$ cat config.mk
export PLATFORM = sky130hd
export DESIGN_NAME = seed_expander
export DESIGN_NICKNAME = d
export VERILOG_FILES = /design/src/rtl/dcmp_pkg.sv /design/src/rtl/dcmp_seq.sv /design/src/rtl/dcmp_lfsr_core.sv /design/src/rtl/dcmp_phase_shifter.sv /design/src/rtl/dcmp_scan_chains.sv /design/src/rtl/seed_expander.sv
export SDC_FILE = /design/constraint.sdc
export NUM_CORES = 1
export LEC_CHECK = 0
export ABC_CLOCK_PERIOD_IN_PS = 4240
export CAP_MARGIN = 20
export CORE_MARGIN = 2
export CORE_UTILIZATION = 40
export CTS_BUF_LIST = sky130_fd_sc_hd__clkbuf_2 sky130_fd_sc_hd__clkbuf_4 sky130_fd_sc_hd__clkbuf_8
export CTS_CLUSTER_SIZE = 40
export DETAILED_ROUTE_END_ITERATION = 16
export DONT_BUFFER_PORTS = 1
export PLACE_DENSITY = 0.6
export SYNTH_ARGS = -nofsm -noshare
export SYNTH_HDL_FRONTEND = slang
export SYNTH_HIERARCHICAL = 1
export SYNTH_SLANG_ARGS = --single-unit
$ cat constraint.sdc
create_clock -name clk -period 4.24 [get_ports clk]
set_input_delay 0.212 -clock clk [delete_from_list [all_inputs] [get_ports clk]]
set_output_delay 0.212 -clock clk [all_outputs]
set_load 0.02 [all_outputs]
$ cat src/rtl/dcmp_pkg.sv
package dcmp_pkg;
  parameter int LFSR_W   = 16;
  parameter int N_CH     = 4;
  parameter int CH_LEN   = 32;
  parameter int HEAD_LEN = 8;
  parameter int N_XFB    = 2;
  parameter int MAX_SEED = LFSR_W + HEAD_LEN;
  parameter int LEN_W    = $clog2(MAX_SEED + 1) + 1;
  parameter int CNT_W    = $clog2(((CH_LEN > MAX_SEED) ? CH_LEN : MAX_SEED) + 1);
  parameter logic [LFSR_W-1:0] POLY_MASK = 16'hB400;
  parameter logic [LFSR_W-1:0] PR_SEED   = 16'hACE1;

  typedef enum logic [1:0] {ST_IDLE, ST_LOAD, ST_EXPAND, ST_DONE} seq_st_e;

  function automatic int xfb_cell(input int k);
    return (k == 0) ? 3 : 7;
  endfunction

  function automatic int ps_tap(input int c, input int k);
    int off;
    case (k)
      0: off = 0;
      1: off = 5;
      default: off = 11;
    endcase
    return (c + off) % LFSR_W;
  endfunction

  function automatic logic lfsr_fb(input logic [LFSR_W-1:0] s);
    return ^(s & POLY_MASK);
  endfunction

  function automatic logic ps_bit(input logic [LFSR_W-1:0] s, input int c);
    return s[ps_tap(c, 0)] ^ s[ps_tap(c, 1)] ^ s[ps_tap(c, 2)];
  endfunction
endpackage

$ cat src/rtl/dcmp_seq.sv
module dcmp_seq
  import dcmp_pkg::*;
#(
  parameter int P_CH_LEN   = CH_LEN,
  parameter int P_MAX_SEED = MAX_SEED
) (
  input  logic             clk,
  input  logic             rst_n,
  input  logic             start,
  input  logic             mode_det,
  input  logic [LEN_W-1:0] seed_len,
  output logic             load_active,
  output logic             shift_en,
  output logic             done,
  output logic             clear_det,
  output logic             pr_kick
);
  seq_st_e          st;
  logic [CNT_W-1:0] cnt;
  logic [LEN_W-1:0] len_q;
  logic [LEN_W-1:0] len_clamped;
  logic             accept;

  assign len_clamped = (seed_len > LEN_W'(P_MAX_SEED)) ? LEN_W'(P_MAX_SEED) : seed_len;
  assign accept      = (st == ST_IDLE) && start;
  assign clear_det   = accept && mode_det;
  assign pr_kick     = accept && !mode_det;
  assign load_active = (st == ST_LOAD);
  assign shift_en    = (st == ST_EXPAND);
  assign done        = (st == ST_DONE);

  always_ff @(posedge clk or negedge rst_n) begin
    if (!rst_n) begin
      st    <= ST_IDLE;
      cnt   <= '0;
      len_q <= '0;
    end else begin
      case (st)
        ST_IDLE: if (accept) begin
          cnt   <= '0;
          len_q <= len_clamped;
          st    <= (mode_det && len_clamped != '0) ? ST_LOAD : ST_EXPAND;
        end
        ST_LOAD: begin
          if (CNT_W'(len_q) == cnt + CNT_W'(1)) begin
            cnt <= '0;
            st  <= ST_EXPAND;
          end else cnt <= cnt + CNT_W'(1);
        end
        ST_EXPAND: begin
          if (cnt == CNT_W'(P_CH_LEN - 1)) begin
            cnt <= '0;
            st  <= ST_DONE;
          end else cnt <= cnt + CNT_W'(1);
        end
        default: st <= ST_IDLE;
      endcase
    end
  end


  lane_excl_chk: assert property (@(posedge clk) disable iff (!rst_n)
    $onehot0({load_active, shift_en, done}));

  done_after_shift_chk: assert property (@(posedge clk) disable iff (!rst_n)
    done |-> $past(shift_en));

  load_bound_chk: assert property (@(posedge clk) disable iff (!rst_n)
    load_active |-> (CNT_W'(len_q) > cnt));

  pr_no_load_chk: assert property (@(posedge clk) disable iff (!rst_n)
    pr_kick |=> (shift_en && !load_active));

  busy_start_chk: assert property (@(posedge clk) disable iff (!rst_n)
    (shift_en && start && cnt != CNT_W'(P_CH_LEN - 1)) |=> shift_en);
endmodule

$ cat src/rtl/dcmp_lfsr_core.sv
module dcmp_lfsr_core
  import dcmp_pkg::*;
#(
  parameter int P_W     = LFSR_W,
  parameter int P_N_XFB = N_XFB
) (
  input  logic               clk,
  input  logic               rst_n,
  input  logic               clear,
  input  logic               pr_kick,
  input  logic               load,
  input  logic               shift,
  input  logic               tdi,
  input  logic [P_N_XFB-1:0] xfb,
  output logic [P_W-1:0]     state,
  output logic               spill_bit
);
  logic fb_bit;

  assign fb_bit    = lfsr_fb(state) ^ (^xfb);
  assign spill_bit = state[P_W-1];

  always_ff @(posedge clk or negedge rst_n) begin
    if (!rst_n)                       state <= '0;
    else if (clear)                   state <= '0;
    else if (pr_kick && state == '0)  state <= PR_SEED;
    else if (load)                    state <= {state[P_W-2:0], tdi};
    else if (shift)                   state <= {state[P_W-2:0], fb_bit};
  end


  seed_entry_chk: assert property (@(posedge clk) disable iff (!rst_n)
    load |=> state[0] == $past(tdi));

  shift_move_chk: assert property (@(posedge clk) disable iff (!rst_n)
    shift |=> state[P_W-1:1] == $past(state[P_W-2:0]));

  pr_nonzero_chk: assert property (@(posedge clk) disable iff (!rst_n)
    pr_kick |=> state != '0);
endmodule

$ cat src/rtl/dcmp_phase_shifter.sv
module dcmp_phase_shifter
  import dcmp_pkg::*;
#(
  parameter int P_W    = LFSR_W,
  parameter int P_N_CH = N_CH
) (
  input  logic [P_W-1:0]    state,
  output logic [P_N_CH-1:0] di
);
  for (genvar c = 0; c < P_N_CH; c++) begin : g_ch
    assign di[c] = ps_bit(state, c);
  end
endmodule

$ cat src/rtl/dcmp_scan_chains.sv
module dcmp_scan_chains
  import dcmp_pkg::*;
#(
  parameter int P_N_CH   = N_CH,
  parameter int P_CH_LEN = CH_LEN,
  parameter int P_N_XFB  = N_XFB
) (
  input  logic               clk,
  input  logic               rst_n,
  input  logic               clear,
  input  logic               load,
  input  logic               shift,
  input  logic               load_bit,
  input  logic [P_N_CH-1:0]  di,
  output logic [P_N_CH-1:0]  so,
  output logic [P_N_XFB-1:0] xfb
);
  logic [P_CH_LEN-1:0] cells [P_N_CH];

  for (genvar c = 0; c < P_N_CH; c++) begin : g_chain
    logic head_in;
    logic mv;
    if (c == 0) begin : g_head
      assign head_in = shift ? di[c] : load_bit;
      assign mv      = shift | load;
    end else begin : g_body
      assign head_in = di[c];
      assign mv      = shift;
    end

    always_ff @(posedge clk or negedge rst_n) begin
      if (!rst_n)     cells[c] <= '0;
      else if (clear) cells[c] <= '0;
      else if (mv)    cells[c] <= {cells[c][P_CH_LEN-2:0], head_in};
    end

    assign so[c] = cells[c][P_CH_LEN-1];


    chain_head_chk: assert property (@(posedge clk) disable iff (!rst_n)
      (shift && !clear) |=> cells[c][0] == $past(di[c]));
  end

  for (genvar k = 0; k < P_N_XFB; k++) begin : g_xfb
    assign xfb[k] = cells[0][xfb_cell(k)];
  end
endmodule

$ cat src/rtl/seed_expander.sv
module seed_expander
  import dcmp_pkg::*;
(
  input  logic             clk,
  input  logic             rst_n,
  input  logic             mode_det,
  input  logic             start,
  input  logic             tdi,
  input  logic [LEN_W-1:0] seed_len,
  output logic             load_active,
  output logic             shift_en,
  output logic             done,
  output logic [N_CH-1:0]  chain_di,
  output logic [N_CH-1:0]  chain_so
);
  logic              clear_det;
  logic              pr_kick;
  logic [LFSR_W-1:0] lfsr_q;
  logic              spill_bit;
  logic [N_XFB-1:0]  xfb;
  logic [N_CH-1:0]   ps_out;

  dcmp_seq u_seq (
    .clk(clk), .rst_n(rst_n), .start(start), .mode_det(mode_det),
    .seed_len(seed_len), .load_active(load_active), .shift_en(shift_en),
    .done(done), .clear_det(clear_det), .pr_kick(pr_kick)
  );

  dcmp_lfsr_core u_lfsr (
    .clk(clk), .rst_n(rst_n), .clear(clear_det), .pr_kick(pr_kick),
    .load(load_active), .shift(shift_en), .tdi(tdi), .xfb(xfb),
    .state(lfsr_q), .spill_bit(spill_bit)
  );

  dcmp_phase_shifter u_ps (.state(lfsr_q), .di(ps_out));

  dcmp_scan_chains u_chains (
    .clk(clk), .rst_n(rst_n), .clear(clear_det), .load(load_active),
    .shift(shift_en), .load_bit(spill_bit), .di(ps_out), .so(chain_so),
    .xfb(xfb)
  );

  assign chain_di = shift_en ? ps_out : '0;


  idle_quiet_chk: assert property (@(posedge clk) disable iff (!rst_n)
    !shift_en |-> chain_di == '0);
endmodule

---- Word-level counts from Yosys, hierarchy flattened ----
Index checks and enable logic that the tools add are counted.
word-level totals
  bits in registers ....................... 158
  bits of input ports ..................... 11
  output and inout bits ................... 11
  logic and storage cells ................. 70
cells by class
  $add $sub $neg .......................... 1
  order comparisons ....................... 1
  equality and inequality tests ........... 8
  muxes and demuxes ....................... 24
  bitwise operators ....................... 10
  reductions and logical operators ........ 18
operators by type and width
  operator                                                                 count
  32-bit 2-to-1 mux                                                        8
  16-bit 2-to-1 mux                                                        4
  6-bit 2-to-1 mux                                                         4
  6-bit one-hot mux with 3 select lines                                    1
  16-bit zero test                                                         1
  16-bit XOR reduction                                                     1
  1-bit XOR                                                                9
  2-bit 2-to-1 mux                                                         4
  6-bit by 1-bit adder with 6-bit output, second input constant            1
  6-bit by 5-bit == test with 1-bit output, second input constant          1
  6-bit == test                                                            1
  6-bit by 5-bit > comparator with 1-bit output, second input constant     1
  2-bit one-hot mux with 3 select lines                                    1
  6-bit nonzero test                                                       1
  1-bit logical AND                                                        5
  2-bit == test, second input constant                                     2
  4-bit 2-to-1 mux                                                         1
  2-bit by 1-bit inequality test with 1-bit output, second input constant  2
  2-bit AND reduction                                                      2
  2-bit nonzero test                                                       2
  4-bit nonzero test                                                       1
  3-bit AND reduction                                                      1
  3-bit nonzero test                                                       1
  2-bit by 1-bit == test with 1-bit output, second input constant          1
  other kinds (6)                                                          6

---- Longest topological paths before layout ----
Gate-level depths: netlist (run 1).
  depth in word-level cells ............... 7
  depth in mapped cells ................... 10
  gate-level depth less buffers ........... 8

---- Cells and area by module ----
The synthesis (run 1) kept the hierarchy.
by module, submodules not included
  module              instances  cells each  area each (µm²)  sequential area each (µm²)
  dcmp_scan_chains    1          461         5382.7           3203.1
  dcmp_seq            1          110         953.4            350.3
  dcmp_lfsr_core      1          86          802.0            400.4
  dcmp_phase_shifter  1          4           95.1             0.0
  seed_expander       1          4           25.0             0.0

---- Worst setup path before layout (run 1) ----
OpenSTA, ideal clock, no wires.
  kind .................................... register to register
  from .................................... register u_seq.st[1]
  to ...................................... register u_seq.cnt[4]
  library setup time ...................... 0.069 ns
  data arrival time ....................... 2.072 ns
  data required time ...................... 4.171 ns
  path slack .............................. 2.099 ns
  stages on the path, launching flop included .. 8
  path buffers ............................ 0
  period minus slack after synthesis ...... 2.141 ns
  cells stage by stage .................... dfrtp_1 inv_1 ha_1 o31ai_1 a31oi_1 nor4_1 or4_1 nand3_1
between the ends
  elaborated cells between the ends (all ways) .. 8
  those cells by class .................... eq/ne (3); mux (1); reduce/logical (4)
RTL lines
  element                                       RTL line             RTL
  from (decl)                                   dcmp_seq.sv:18       seq_st_e st;
  from (signal assigned)                        dcmp_seq.sv:42       st <= (mode_det && len_clamped != '0) ? ST_LOAD : ST_EXPAND;
  2-bit by 1-bit == test with 1-bit output (*)  n/a
  named net load_active                         seed_expander.sv:10  output logic load_active,
  3-bit nonzero test (no line)                  n/a
  2-bit AND reduction (no line)                 n/a
  to (signal assigned)                          dcmp_seq.sv:48       end else cnt <= cnt + CNT_W'(1);
  to (signal assigned)                          dcmp_seq.sv:54       end else cnt <= cnt + CNT_W'(1);
  to (decl)                                     dcmp_seq.sv:19       logic [CNT_W-1:0] cnt;
The timed path passes the listed nets; every way through them passes the cells marked *.
A chain may end at the register's enable or synchronous reset.

---- Worst setup path in the final report (run 1) ----
  from .................................... register u_seq.st[0]
  to ...................................... output port chain_di[3]
between the ends
  word-level cells in the longest chain between the ends .. 2
ends and longest elaborated chain
  element             RTL line             RTL
  2-bit == test       dcmp_seq.sv:29       assign shift_en = (st == ST_EXPAND);
  named net shift_en  seed_expander.sv:11  output logic shift_en,
  4-bit 2-to-1 mux    seed_expander.sv:43  assign chain_di = shift_en ? ps_out : '0;
  to (decl)           seed_expander.sv:13  output logic [N_CH-1:0] chain_di,
The timed path passes the listed nets, and every way through them passes these cells.

==> results of run 1 <==
[repair_timing]
item                       in CTS  in global routing
hold endpoints to repair      163                  0
resized for setup               0                  0
buffers inserted                0                  0
hold buffers                   11                  0
setup endpoints to repair       0                  0
[per-layer routing]
layer / global-route usage (%) / vias to the layer above / share of wire (%)
met5: 0 / - / 0
met4: 4.31 / 0 / 0.89
met3: 3.59 / 9 / 2.4
met2: 22.4 / 45 / 48
met1: 17.7 / 2277 / 49
li1: - / 2245 / -
[report_power, final]
| part | internal [W] | switching [W] |
|---|---|---|
| clock network | 0.000679 | 0.000577 |
| registers | 0.00207 | 0.000377 |
| logic | 0.000867 | 0.00113 |
| total | 0.00361 | 0.00209 |
[metrics by stage]
stage	utilization (%)	cells	instance area [um^2]	total power [W]
3_5_place_dp	40.8	845	7310	0.00443
4_1_cts	44.1	888	7890	0.00576
6_report	44.1	888	7890	0.00570
3_3_place_gp	40.8	845	7310	0.00435
5_1_grt	44.1	888	7890	0.00612
2_1_floorplan	-	664	7250	0.00410
[area by class of cell]
| class | count | area [um^2] | share of cell area, % |
|---|---|---|---|
| Multi-Input combinational cell | 447 | 3000 | 38.0 |
| Timing Repair Buffer | 15 | 170 | 2.16 |
| Sequential cell | 158 | 3950 | 50.1 |
| Clock inverter | 13 | 198 | 2.51 |
| Tap cell | 229 | 287 | 3.63 |
| Inverter | 7 | 26.3 | 0.333 |
| Clock buffer | 19 | 255 | 3.24 |
[path summary, 6_finish.rpt]
path	end	slack, ns	cells past startpoint
worst max-delay path	chain_di[3]	1.43	4
worst max register to register	u_lfsr/state[0]	1.48	8
worst min register to register	u_chains/cells[54]	0.52	2
worst min-delay path	u_lfsr/state[0]	0.06	2
max in group asynchronous	u_seq/len_q[2]	3.21	2
min in group asynchronous	u_chains/cells[113]	0.45	2
[flip-flops by register name, summed over array words and instances (netlist names)]
name / count
u_seq/len_q: 6
u_chains/cells: 122
u_chains/so: 4
u_lfsr/state: 16
u_seq/st: 2
u_chains/xfb: 2
u_seq/cnt: 6
==> results.ini, run 1 <==
[sta]
fmax_mhz = 356
maxSlewViolCount = 0
hold_ws_ns = 0.0648
fin_setup_tns_ns = 0
period_share_pct = 66.2
fin_crit_ns = 2.81
skew_ns = 0.0162
worst_pin_slew_ns = 1.06
worst_slew_margin_rel_pct = 28.8
finalHoldViolations = 0
rsz0062_at_grt = false
final-setup-viol-count = 0
setup_ws_ns = 1.43

[global_routing]
grt_max_degree = 159
antenna_found_initial = 0
first_global_vias = 4607
grt_usage_pct = 13.6
grt_pass1_wl_mm = 21.8
overflow = 0

[logic_synthesis]
synth_area_mm2 = 0.00725
yosys_warnings = 6
syn-instance-count = 664
syn_nets = 681
syn_area_per_cell_um2 = 10.9

[critical_path]
critPathArrivalTime_ns = 2.59
crit_fanout = 112
critPathLaunch = u_seq/st[0]
r2r_start = u_seq/st[0]
critical_path.endpoint_type = output pin
cp_num_buf_inv = 2
path_class = reg2out
crit_family = buffers and inverters
critPathSlowestCell = ha_4
critPathRequiredTime_ns = 4.03
cpPeakStageDelay_ns = 0.53
cp-start-kind = register
worstPathCellList = inv_1, ha_4, buf_12, and2_1

[routing]
viasPerCell = 5.15
drt_iter0_drc = 382
antenna_left = 0
wl_per_cell_um = 14.2
vias = 4576
routed_wl_mm = 12.6
drcViolationCount = 0
dr.pass1.iters = 4

[die]
die_w_um = 139
initial_utilization_pct = 40.5
coreArea_mm2 = 0.0179
io-pin-count = 22
die_h_um = 139
rows = 49
dieArea_mm2 = 0.0192

[placed_design]
dp_hpwl_mm = 7.12
port_buffers = 0
gp_congestion = 0.809
pre_cts_ws_ns = 1.51

[worst_hold_path]
min_path_type = in2reg
min-delay-start = tdi

[outcome]
status = complete, no violations

[final_layout]
mostFrequentLayoutCell = dfrtp_1
finish.net_count = 663
num_antenna_cells = 0
drive_above_1_share_pct = 7.28
layout_common_cells = 158 x dfrtp_1, 101 x nor2_1, 97 x mux2i_1
nFillCells = 1676
synthToLayoutAreaGrowth_pct = 8.82

[clock_tree]
clk_latency_ns = 0.44
htree_levels = 4
cts_buffers = 17
clock_path_buffers = 2
clkSinkCount = 158
clk_pin_slew_ns = 0.08
cts_tree = yes
cts_root_buf = clkbuf_8

[pwr]
power_leakage_nw = 3.60
p_per_area_mw_per_mm2 = 722
ir_drop_v = 0.000393

[job]
cap_violations = 0

No activity file was read; power rests on OpenSTA's default activity.
==> run 2: changes to the inputs <==
--- a/config.mk
+++ b/config.mk
@@ -5,7 +5,7 @@
 export SDC_FILE = /design/constraint.sdc
 export NUM_CORES = 1
 export LEC_CHECK = 0
-export ABC_CLOCK_PERIOD_IN_PS = 4240
+export ABC_CLOCK_PERIOD_IN_PS = 2600
 export CAP_MARGIN = 20
 export CORE_MARGIN = 2
 export CORE_UTILIZATION = 40
==> constraint.sdc (replaced) <==
create_clock -name clk -period 2.6 [get_ports clk]
set_input_delay 0.13 -clock clk [delete_from_list [all_inputs] [get_ports clk]]
set_output_delay 0.13 -clock clk [all_outputs]
set_load 0.02 [all_outputs]
==> results.ini, run 2 (synthesized netlist as in run 1, its figures left out) <==
[sta]
fin_setup_tns_ns = 0
final-setup-viol-count = 0
skew_ns = 0.0122
fin_crit_ns = 2.42
fmax_mhz = 413
maxSlewViolCount = 0
worst_slew_margin_rel_pct = 29.5
setup_ws_ns = 0.180
period_share_pct = 93.1
finalHoldViolations = 158
hold_ws_ns = -0.611
rsz0062_at_grt = false
worst_pin_slew_ns = 1.05

[pwr]
fin_total_pwr_w = 0.00900
power_leakage_nw = 3.59
p_per_area_mw_per_mm2 = 1140
ir_drop_v = 0.000682

[clock_tree]
clkSinkCount = 158
clk_latency_ns = 0.44
ctsHoldBuffers = 12
clk_pin_slew_ns = 0.08
htree_levels = 4
cts_setup_buffers = 0
clock_path_buffers = 2
cts_tree = yes
cts_buffers = 17
cts_root_buf = clkbuf_8

[critical_path]
critical_path.endpoint_type = output pin
critPathArrivalTime_ns = 2.29
worstPathCellList = inv_1, ha_4, buf_16, and2_1
crit_fanout = 113
cpPeakStageDelay_ns = 0.49
cp-start-kind = register
critPathLaunch = u_seq/st[0]
rr_worst_depth = 6
critPathSlowestCell = buf_16
critPathRequiredTime_ns = 2.47
path_class = reg2out
r2r_start = u_seq/cnt[0]

[outcome]
violations = negative hold slack
status = finished, violations left

[die]
dieArea_mm2 = 0.0192
coreArea_mm2 = 0.0179
die_h_um = 139
initial_utilization_pct = 40.5
io-pin-count = 22
rows = 49
die_w_um = 139

[final_layout]
nFillCells = 1680
finish.net_count = 668
largest_register = u_chains/cells
layout_common_cells = 158 x dfrtp_1, 101 x nor2_1, 97 x mux2i_1
mostFrequentLayoutCell = dfrtp_1
final_area_mm2 = 0.00788
num_antenna_cells = 0
synthToLayoutAreaGrowth_pct = 8.66
largest_reg_flops = 122
reg.largest.list = u_chains/cells x122, u_lfsr/state x16
drive_above_1_share_pct = 7.68

[global_routing]
grt_pass1_wl_mm = 21.5
antenna_found_initial = 0
overflow = 0
first_global_vias = 4467
grt_usage_pct = 13.4
grt_max_degree = 159

[routing]
drt_iter0_drc = 304
drcViolationCount = 0
routed_wl_mm = 12.3
dr.pass1.iters = 6
wl_per_cell_um = 13.7
viasPerCell = 5.08
vias = 4539
antenna_left = 0

[placed_design]
gp_congestion = 0.768
dpl_cell_area_mm2 = 0.00735
pre_cts_ws_ns = 0.232
dp_hpwl_mm = 7.06
port_buffers = 0

[worst_hold_path]
min_path_type = in2async

[job]
cap_violations = 0

-- run 2: cell types whose count changed in the layout (fill, tap and decap cells not counted), sizes merged --
cell	previous run	this run
inv	14	11
dlygate4sd3	10	12
buf	5	8
bufinv	4	1
clkbuf	19	22
clkinvlp	1	4
-- run 2: worst max-delay path: cells and delay by family, from the launching register on --
kind                       cells  cell delay, ns
DFF                            1            0.42
and+or+nand+nor                1            0.36
buffers and inverters          2            0.64
adders and majority gates      1            0.32
-- run 2: through the flow --
step / hold WS, ns / cells / util, %
after floorplan: -0.166 / 664 / -
after global placement: -0.158 / 849 / 41.1
after detailed placement: -0.157 / 849 / 41.1
after CTS: -0.648 / 893 / 44.0
after global routing: -0.664 / 893 / 44.0
final: -0.611 / 893 / 44.0
-- run 2: metal layers --
metal / vias to the layer above / wire, um / track usage, %
met5: - / 0 / 0
met1: 2231 / 6060 / 18.4
met2: 54 / 5680 / 20.5
met3: 12 / 374 / 4.01
met4: 0 / 154 / 4.57
li1: 2242 / - / -
-- run 2: worst paths after layout --
check                                      end  slack, ns
max                                chain_di[1]       0.18
min                        u_chains/cells[118]      -0.61
max reg2reg                        u_seq/st[1]       0.23
min reg2reg                     u_seq/len_q[2]       0.51
max in group asynchronous      u_lfsr/state[4]       2.98
min in group clk               u_lfsr/state[9]       0.05
-- run 2: cell type report --
type                       count  area (um^2)  area share (%)
clock buffer                  22          297            3.76
clock inverter                10          103            1.30
inverter                       7         26.3           0.333
multi-input combinational    447         3000            38.1
sequential                   158         3950            50.2
tap                          229          287            3.64
timing repair buffer          20          213            2.70
-- run 2: power breakdown --
part	switching, W	internal (W)	leakage [nW]
combinational	0.00178	0.00145	1.24
sequential	0.000606	0.00337	2.16
clock	0.000908	0.000884	0.194
total	0.00330	0.00570	3.59
-- run 2: what timing repair did --
item                                   in CTS  in global routing
setup endpoints to repair                   0                  1
endpoints found under the hold margin     165                158
resized for setup                           0                  1
